[src/rtl/sarseq_pkg.sv]
package sarseq_pkg;
  typedef struct packed {
    logic load;
    logic step;
    logic last;
  } seqStrobe_t;
endpackage

[src/rtl/sarseq_ctrl.sv]
module sarseq_ctrl
  import sarseq_pkg::*;
#(
  parameter int DATA_W = 16
) (
  input  logic       clk,
  input  logic       rstN,
  input  logic       startReq,
  output logic       busy,
  output seqStrobe_t strb
);
  localparam int CW = $clog2(DATA_W);
  localparam logic [CW-1:0] TOP_IDX = CW'(DATA_W - 1);

  logic [CW-1:0] bitCnt;

  always_ff @(posedge clk or negedge rstN) begin
    if (!rstN) begin
      busy   <= 1'b0;
      bitCnt <= '0;
    end else if (!busy) begin
      if (startReq) begin
        busy   <= 1'b1;
        bitCnt <= TOP_IDX;
      end
    end else if (bitCnt == '0) begin
      busy <= 1'b0;
    end else begin
      bitCnt <= bitCnt - 1'b1;
    end
  end

  always_comb begin
    strb.load = startReq & ~busy;
    strb.step = busy;
    strb.last = busy & (bitCnt == '0);
  end


  start_accept_chk: assert property (@(posedge clk) disable iff (!rstN)
    (startReq && !busy) |=> (busy && bitCnt == TOP_IDX));

  busy_hold_chk: assert property (@(posedge clk) disable iff (!rstN)
    (busy && bitCnt != '0) |=> (busy && bitCnt == $past(bitCnt) - 1'b1));

  busy_end_chk: assert property (@(posedge clk) disable iff (!rstN)
    (busy && bitCnt == '0) |=> !busy);
endmodule

[src/rtl/sarseq_datapath.sv]
module sarseq_datapath
  import sarseq_pkg::*;
#(
  parameter int DATA_W = 16
) (
  input  logic              clk,
  input  logic              rstN,
  input  seqStrobe_t        strb,
  input  logic              cmpKeep,
  output logic [DATA_W-1:0] trialCode,
  output logic [DATA_W-1:0] resultCode,
  output logic              doneP
);
  localparam logic [DATA_W-1:0] MSB_ONLY = {1'b1, {(DATA_W-1){1'b0}}};

  logic [DATA_W-1:0] trialReg;
  logic [DATA_W-1:0] ptrMask;
  logic [DATA_W-1:0] decided;

  for (genvar i = 0; i < DATA_W; i++) begin : g_decide
    assign decided[i] = ptrMask[i] ? cmpKeep : trialReg[i];
  end

  always_ff @(posedge clk or negedge rstN) begin
    if (!rstN) begin
      trialReg   <= '0;
      ptrMask    <= '0;
      resultCode <= '0;
      doneP      <= 1'b0;
    end else begin
      doneP <= 1'b0;
      if (strb.load) begin
        trialReg <= MSB_ONLY;
        ptrMask  <= MSB_ONLY;
      end else if (strb.last) begin
        resultCode <= decided ^ MSB_ONLY;
        trialReg   <= '0;
        ptrMask    <= '0;
        doneP      <= 1'b1;
      end else if (strb.step) begin
        trialReg <= decided | (ptrMask >> 1);
        ptrMask  <= ptrMask >> 1;
      end
    end
  end

  assign trialCode = trialReg;


  ptr_onehot_chk: assert property (@(posedge clk) disable iff (!rstN)
    $onehot0(ptrMask));

  trial_bit_set_chk: assert property (@(posedge clk) disable iff (!rstN)
    strb.step |-> ((trialReg & ptrMask) == ptrMask && ptrMask != '0));

  result_hold_chk: assert property (@(posedge clk) disable iff (!rstN)
    !strb.last |=> $stable(resultCode));

  done_single_chk: assert property (@(posedge clk) disable iff (!rstN)
    doneP |=> !doneP);

  idle_zero_chk: assert property (@(posedge clk) disable iff (!rstN)
    (!strb.step && !strb.load) |=> (trialCode == '0 || $past(trialCode) != '0));
endmodule

[src/rtl/sar_sequencer.sv]
module sar_sequencer
  import sarseq_pkg::*;
#(
  parameter int DATA_W = 16
) (
  input  logic              clk,
  input  logic              rstN,
  input  logic              startReq,
  input  logic              cmpKeep,
  output logic [DATA_W-1:0] trialCode,
  output logic              busy,
  output logic              doneP,
  output logic [DATA_W-1:0] resultCode
);
  seqStrobe_t strb;

  sarseq_ctrl #(.DATA_W(DATA_W)) u_ctrl (
    .clk      (clk),
    .rstN     (rstN),
    .startReq (startReq),
    .busy     (busy),
    .strb     (strb)
  );

  sarseq_datapath #(.DATA_W(DATA_W)) u_dp (
    .clk        (clk),
    .rstN       (rstN),
    .strb       (strb),
    .cmpKeep    (cmpKeep),
    .trialCode  (trialCode),
    .resultCode (resultCode),
    .doneP      (doneP)
  );


  done_not_busy_chk: assert property (@(posedge clk) disable iff (!rstN)
    doneP |-> !busy);
endmodule

[config.mk]
export PLATFORM = sky130hd
export DESIGN_NAME = sar_sequencer
export DESIGN_NICKNAME = d
export VERILOG_FILES = /design/src/rtl/sarseq_pkg.sv /design/src/rtl/sarseq_ctrl.sv /design/src/rtl/sarseq_datapath.sv /design/src/rtl/sar_sequencer.sv
export SDC_FILE = /design/constraint.sdc
export NUM_CORES = 1
export LEC_CHECK = 0
export CORE_AREA = 2 2 71 73
export DETAILED_ROUTE_END_ITERATION = 12
export DIE_AREA = 0 0 73 75
export HOLD_SLACK_MARGIN = 0.08
export PLACE_DENSITY = 0.86
export REMOVE_ABC_BUFFERS = 1
export SLEW_MARGIN = 20
export SYNTH_ARGS = -nofsm -noshare
export SYNTH_HDL_FRONTEND = slang
export SYNTH_SLANG_ARGS = --single-unit
export TNS_END_PERCENT = 100
[constraint.sdc]
create_clock -name clk -period 1.9 [get_ports clk]
set_clock_uncertainty 0.1 [all_clocks]
set_input_delay 0.19 -clock clk [delete_from_list [all_inputs] [get_ports clk]]
set_output_delay 0.19 -clock clk [all_outputs]
set_load 0.02 [all_outputs]
Yosys cells after proc, flatten, opt, wreduce, memory -nomap -nowiden
Cells that the tools add are included.
- register bits: 54
- output and inout bits: 34
- input bits: 4
- eq/ne operators: 1
- mux-type cells: 30
- reductions and logical operators: 5
- bitwise logic cells: 6
- add/sub/neg operators: 1
- operators with widths (kind ; count):
    $mux W16 ; 6
    $mux W1 ; 21
    $or A16 B15 Y16 ; 1
    $mux W4 ; 3
    $logic_not A4 Y1 ; 1
    $reduce_and A2 Y1 ; 2
    $sub A4 B1 Y4 const B ; 1
    $not A1 Y1 ; 3
    $reduce_bool A3 Y1 ; 1
    $and A1 B1 Y1 ; 2
    $ne A2 B2 Y1 const B ; 1
    $reduce_bool A2 Y1 ; 1

Logic depth before layout (Yosys ltp)
- depth in word-level cells: 5
- mapped depth: 7
- mapped depth without buffers: 5

Cells and area by module
Synthesis repeated with hierarchy kept, for this count alone.
- cell total of the unflattened synthesis: 222
- area total of the unflattened synthesis: 2504.9 µm²
- by module, submodules not included (module ; cells each ; area an instance (µm²) ; instances):
    sarseq_datapath ; 196 ; 2210.9 ; 1
    sarseq_ctrl ; 26 ; 294.0 ; 1

Worst setup path before layout
No wires, ideal clock.
- kind: register -> register
- start point: reg u_ctrl.bitCnt[0]
- end point: reg u_dp.trialReg[10] (netlist: u_dp.trialCode[10])
- arrival time: 1.455 ns
- library setup time: 0.128 ns
- slack: 0.217 ns
- stages on the path, launching flop included: 8
- path through: dfrtp_1 inv_1 ha_1 or3b_1 buf_6 buf_6 a31oi_1 o22ai_1
- longest elaborated chain between the ends: 4
- elaborated cells on any way between the ends: 5
- ends and longest elaborated chain (element ; line ; text):
    start: declaration ; sarseq_ctrl.sv:15 ; logic [CW-1:0] bitCnt;
    start signal: assignment ; sarseq_ctrl.sv:29 ; bitCnt <= bitCnt - 1'b1;
    $logic_not A4 Y1 (*) ; sarseq_ctrl.sv:36 ; strb.last = busy & (bitCnt == '0);
    $and A1 B1 Y1 (*) ; sarseq_ctrl.sv:36 ;
    $mux W16 ; sarseq_datapath.sv:35 ; end else if (strb.last) begin
    $mux W16 ; sarseq_datapath.sv:32 ; if (strb.load) begin
    end signal: assignment ; sarseq_datapath.sv:41 ; trialReg <= decided | (ptrMask >> 1);
    end: declaration ; sarseq_datapath.sv:16 ; logic [DATA_W-1:0] trialReg;
Mark *: on every way between the ends. The rest lies on a longest branch, timed or not.
A chain may end at the register's enable or synchronous reset.

Worst setup path after layout
- start point: reg u_ctrl.bitCnt[0]
- end point: reg u_dp.trialReg[0] (netlist: u_dp.trialCode[0])
The elaborated chain is that of the path after synthesis.

==> flow_metrics.py <==
metrics = {
    "clock_network": {
        "postCtsSetupRepairBufs": 0,
        "cts_tree": "built",
        "cts_max_path_buffers": 2,
        "total_clock_sinks": 54,
        "htree_num_levels": 2,
        "clk_pin_slew_worst_paths_ns": 0.10,
        "clock-root-buffer": "sky130_fd_sc_hd__clkbuf_8",
        "numCtsBuffers": 5,
        "clk-insertion-delay-late_ns": 0.31,
    },
    "placed_design": {
        "pre_cts_ws_ns": 0.122,
        "port_buffers": 37,
        "finalWeightedCongestion": 0.791,
        "place_inst": 332,
        "hpwlAfterDp_um": 3330,
    },
    "critical_path": {
        "critical_path.max_fanout": 9,
        "critPathCaptureType": "flip-flop",
        "worstSetupStartpointType": "flip-flop",
        "rrSetupSlack_ns": 0.10,
        "timing.rr.start": "u_ctrl.bitCnt[0]$_DFFE_PN0P_",
        "r2r.worst_path.cells": 6,
        "critPathKind": "reg -> reg",
        "rr_endpoint": "u_dp.trialCode[0]$_DFFE_PN0P_",
        "crit_path_start": "u_ctrl.bitCnt[0]$_DFFE_PN0P_",
        "crit_path_end": "u_dp.trialCode[0]$_DFFE_PN0P_",
        "crit_required_ns": 1.99,
        "arrival_ns": 1.89,
    },
    "grt": {
        "grt_use_total": 0.199,
        "grt_pass1_vias": 1763,
        "grt_max_degree": 33,
        "globalRouteOverflowTotal": 0,
        "antenna_violations_before_repair": 0,
        "grt_first_pass_wirelength_um": 8250,
    },
    "yosys": {
        "synth_sequential_area_ratio": 0.557,
        "avgSynthCellArea_um2": 9.83,
        "synth_area_leaders": "sky130_fd_sc_hd__dfrtp_1 56%, sky130_fd_sc_hd__mux2i_1 6.6%, sky130_fd_sc_hd__a21oi_1 6.2%",
        "yosys_warnings": 0,
        "netlist.area_leader.share": 0.557,
        "mappedNetlistArea_um2": 2430,
        "synth_top_area_cell": "sky130_fd_sc_hd__dfrtp_1",
        "synthesis.instances": 247,
        "ys_ff_latch": 54,
        "synth.distinct_cells": 27,
    },
    "timing": {
        "maxSlewHeadroom": 0.634,
        "layout_setup_ws_ns": 0.102,
        "worst_slew_pin_slew_ns": 0.549,
        "rsz0062_at_grt": "false",
        "timing.final.hold_violations": 0,
        "timing_max_transition_violations_final": 0,
        "setup-violations-final": 0,
        "period_minus_slack_ns": 1.80,
        "fmax_mhz": 556,
        "holdWs_ns": 0.288,
        "layout_worst_path_cycle_share": 0.946,
    },
    "floorplan": {
        "top_level_ports": 38,
        "core_area_um2": 4660,
        "chipWidth_um": 73,
        "chipHeight_um": 75,
        "design.die.area_um2": 5480,
        "rows": 25,
        "initial_utilization": 0.521,
    },
    "power": {
        "p_leak_nw": 1.24,
        "power_per_cell_area_nw_per_um2": 1690,
        "total_power_w": 0.00503,
        "vdd.ir_drop.worst_uv": 880,
    },
    "layout": {
        "final_layout_size_suffix_gt1_frac": 0.0941,
        "antenna_cells_inserted": 0,
        "final-instance-count-excl-fill": 341,
        "area_growth_pct": 22.9,
        "final_nets": 292,
        "multi_input_comb_area_um2": 852,
        "seqCellArea_um2": 1350,
        "postLayoutCoreUtil": 0.640,
        "n_fill_cell": 358,
    },
    "drt": {
        "detail_route.first_pass.iterations": 4,
        "dr_wl_met2_um": 2340,
        "route.met3.wl_um": 259,
        "via_count": 1915,
        "routed_via_density": 5.62,
        "topRoutingLayerUsed": "met4",
        "detail-route-antenna-nets": 0,
        "drt-initial-drc-count": 160,
        "drc_errors": 0,
        "met1Wirelength_um": 2270,
        "route.detailed.wl_per_inst_um": 14.6,
        "wirelength_um": 4970,
    },
    "flow_run": {
        "drv.max_cap_violation_count": 0,
    },
    "run_status": {
        "status": "complete, no violations",
    },
    "hold_path": {
        "timing.hold.worst.class": "in -> async",
    },
}
-- layout make-up --
cell class / count / area share
Clock buffer: 6 / 0.0277
Clock inverter: 2 / 0.00419
Inverter: 34 / 0.0428
Multi-Input combinational cell: 141 / 0.286
Sequential cell: 54 / 0.453
Tap cell: 54 / 0.0226
Timing Repair Buffer: 50 / 0.164
-- cells in the mapped netlist --
cell                        number
sky130_fd_sc_hd__dfrtp_1        54
sky130_fd_sc_hd__inv_1          34
sky130_fd_sc_hd__a21oi_1        30
sky130_fd_sc_hd__nor2_1         20
sky130_fd_sc_hd__mux2i_1        16
sky130_fd_sc_hd__a31oi_1        15
sky130_fd_sc_hd__o22ai_1        15
sky130_fd_sc_hd__nand2_1        14
sky130_fd_sc_hd__o21ai_0        14
sky130_fd_sc_hd__clkbuf_1        8
sky130_fd_sc_hd__buf_2           5
sky130_fd_sc_hd__buf_6           3
sky130_fd_sc_hd__a2bb2oi_1       2
sky130_fd_sc_hd__ha_1            2
sky130_fd_sc_hd__mux2_2          2
sky130_fd_sc_hd__nor3_1          2
sky130_fd_sc_hd__a211oi_1        1
sky130_fd_sc_hd__a22o_1          1
sky130_fd_sc_hd__and2_1          1
sky130_fd_sc_hd__and4bb_2        1
sky130_fd_sc_hd__buf_4           1
sky130_fd_sc_hd__clkbuf_2        1
sky130_fd_sc_hd__nand2_2         1
sky130_fd_sc_hd__o2111ai_1       1
sky130_fd_sc_hd__o221ai_1        1
sky130_fd_sc_hd__or3b_1          1
sky130_fd_sc_hd__xnor2_1         1
-- flip-flops by register name, summed over array words and instances (netlist names) --
name,cells
u_dp.doneP,1
u_dp.trialCode,16
u_dp.resultCode,16
u_ctrl.busy,1
u_ctrl.bitCnt,4
u_dp.ptrMask,16
-- what timing repair did --
action / 4_1_cts / 5_1_grt
endpoints found under the setup margin: 0 / 4
hold endpoints to repair: 22 / 0
resized for setup: 0 / 1
hold buffers: 1 / 0
-- power breakdown --
part / switching, W / total (W) / internal (W)
clock network: 0.000369 / 0.000662 / 0.000293
logic: 0.00125 / 0.00240 / 0.00116
registers: 0.000379 / 0.00197 / 0.00159
-- placed cells by master, fill, tap and decap left out, types with 2 or more instances in the layout --
master and n:
sky130_fd_sc_hd__dfrtp_1 54, sky130_fd_sc_hd__clkdlybuf4s50_1 36, sky130_fd_sc_hd__inv_1 34, sky130_fd_sc_hd__a21oi_1 30, sky130_fd_sc_hd__nor2_1 19, sky130_fd_sc_hd__mux2i_1 16
sky130_fd_sc_hd__a31oi_1 15, sky130_fd_sc_hd__o22ai_1 15, sky130_fd_sc_hd__nand2_1 14, sky130_fd_sc_hd__o21ai_0 14, sky130_fd_sc_hd__buf_4 10, sky130_fd_sc_hd__clkbuf_8 6
sky130_fd_sc_hd__mux2_2 2, sky130_fd_sc_hd__nor3_1 2, sky130_fd_sc_hd__a2bb2oi_1 2, sky130_fd_sc_hd__ha_1 2, sky130_fd_sc_hd__buf_12 2
-- stage by stage --
stage | TNS, ns | instance area (um^2)
4_1_cts | 0 | 2980
6_report | 0 | 2980
2_1_floorplan | -8.25 | 2330
5_1_grt | 0 | 2980
3_3_place_gp | 0 | 2880
3_5_place_dp | 0 | 2880
-- logic make-up after synthesis --
kind of cell    count (synthesis)  synth area share
flops                          54             0.557
buf+inv                        52            0.0943
xor+xnor                        1           0.00361
fa+ha+maj                       2            0.0103
compound gates                 80             0.189
simple gates                   40            0.0706
mux                            18            0.0753
-- per-layer routing --
layer / vias to the layer above / global-route usage
li1: 916 / -
met1: 926 / 0.273
met2: 64 / 0.304
met3: 9 / 0.0469
met4: 0 / 0.0905
met5: - / 0
-- worst max-delay path, stage by stage (launching register included) --
cell,delay [ns]
sky130_fd_sc_hd__dfrtp_1,0.40
sky130_fd_sc_hd__inv_1,0.09
sky130_fd_sc_hd__ha_1,0.17
sky130_fd_sc_hd__or3b_4,0.41
sky130_fd_sc_hd__buf_4,0.19
sky130_fd_sc_hd__a31oi_1,0.20
sky130_fd_sc_hd__o22ai_1,0.12
-- worst min path at each step --
stage / startpoint / to / cells after the start
after CTS: rstN / u_dp.resultCode[3]$_DFFE_PN0P_ / 2
after global placement: rstN / u_dp.doneP$_DFF_PN0_ / 1
after global routing: rstN / u_dp.ptrMask[9]$_DFFE_PN0P_ / 2
after floorplan: rstN / u_ctrl.bitCnt[0]$_DFFE_PN0P_ / 0
after detailed placement: rstN / u_dp.doneP$_DFF_PN0_ / 1
final: rstN / u_dp.ptrMask[9]$_DFFE_PN0P_ / 2
Power figures use the tool's default switching activity.
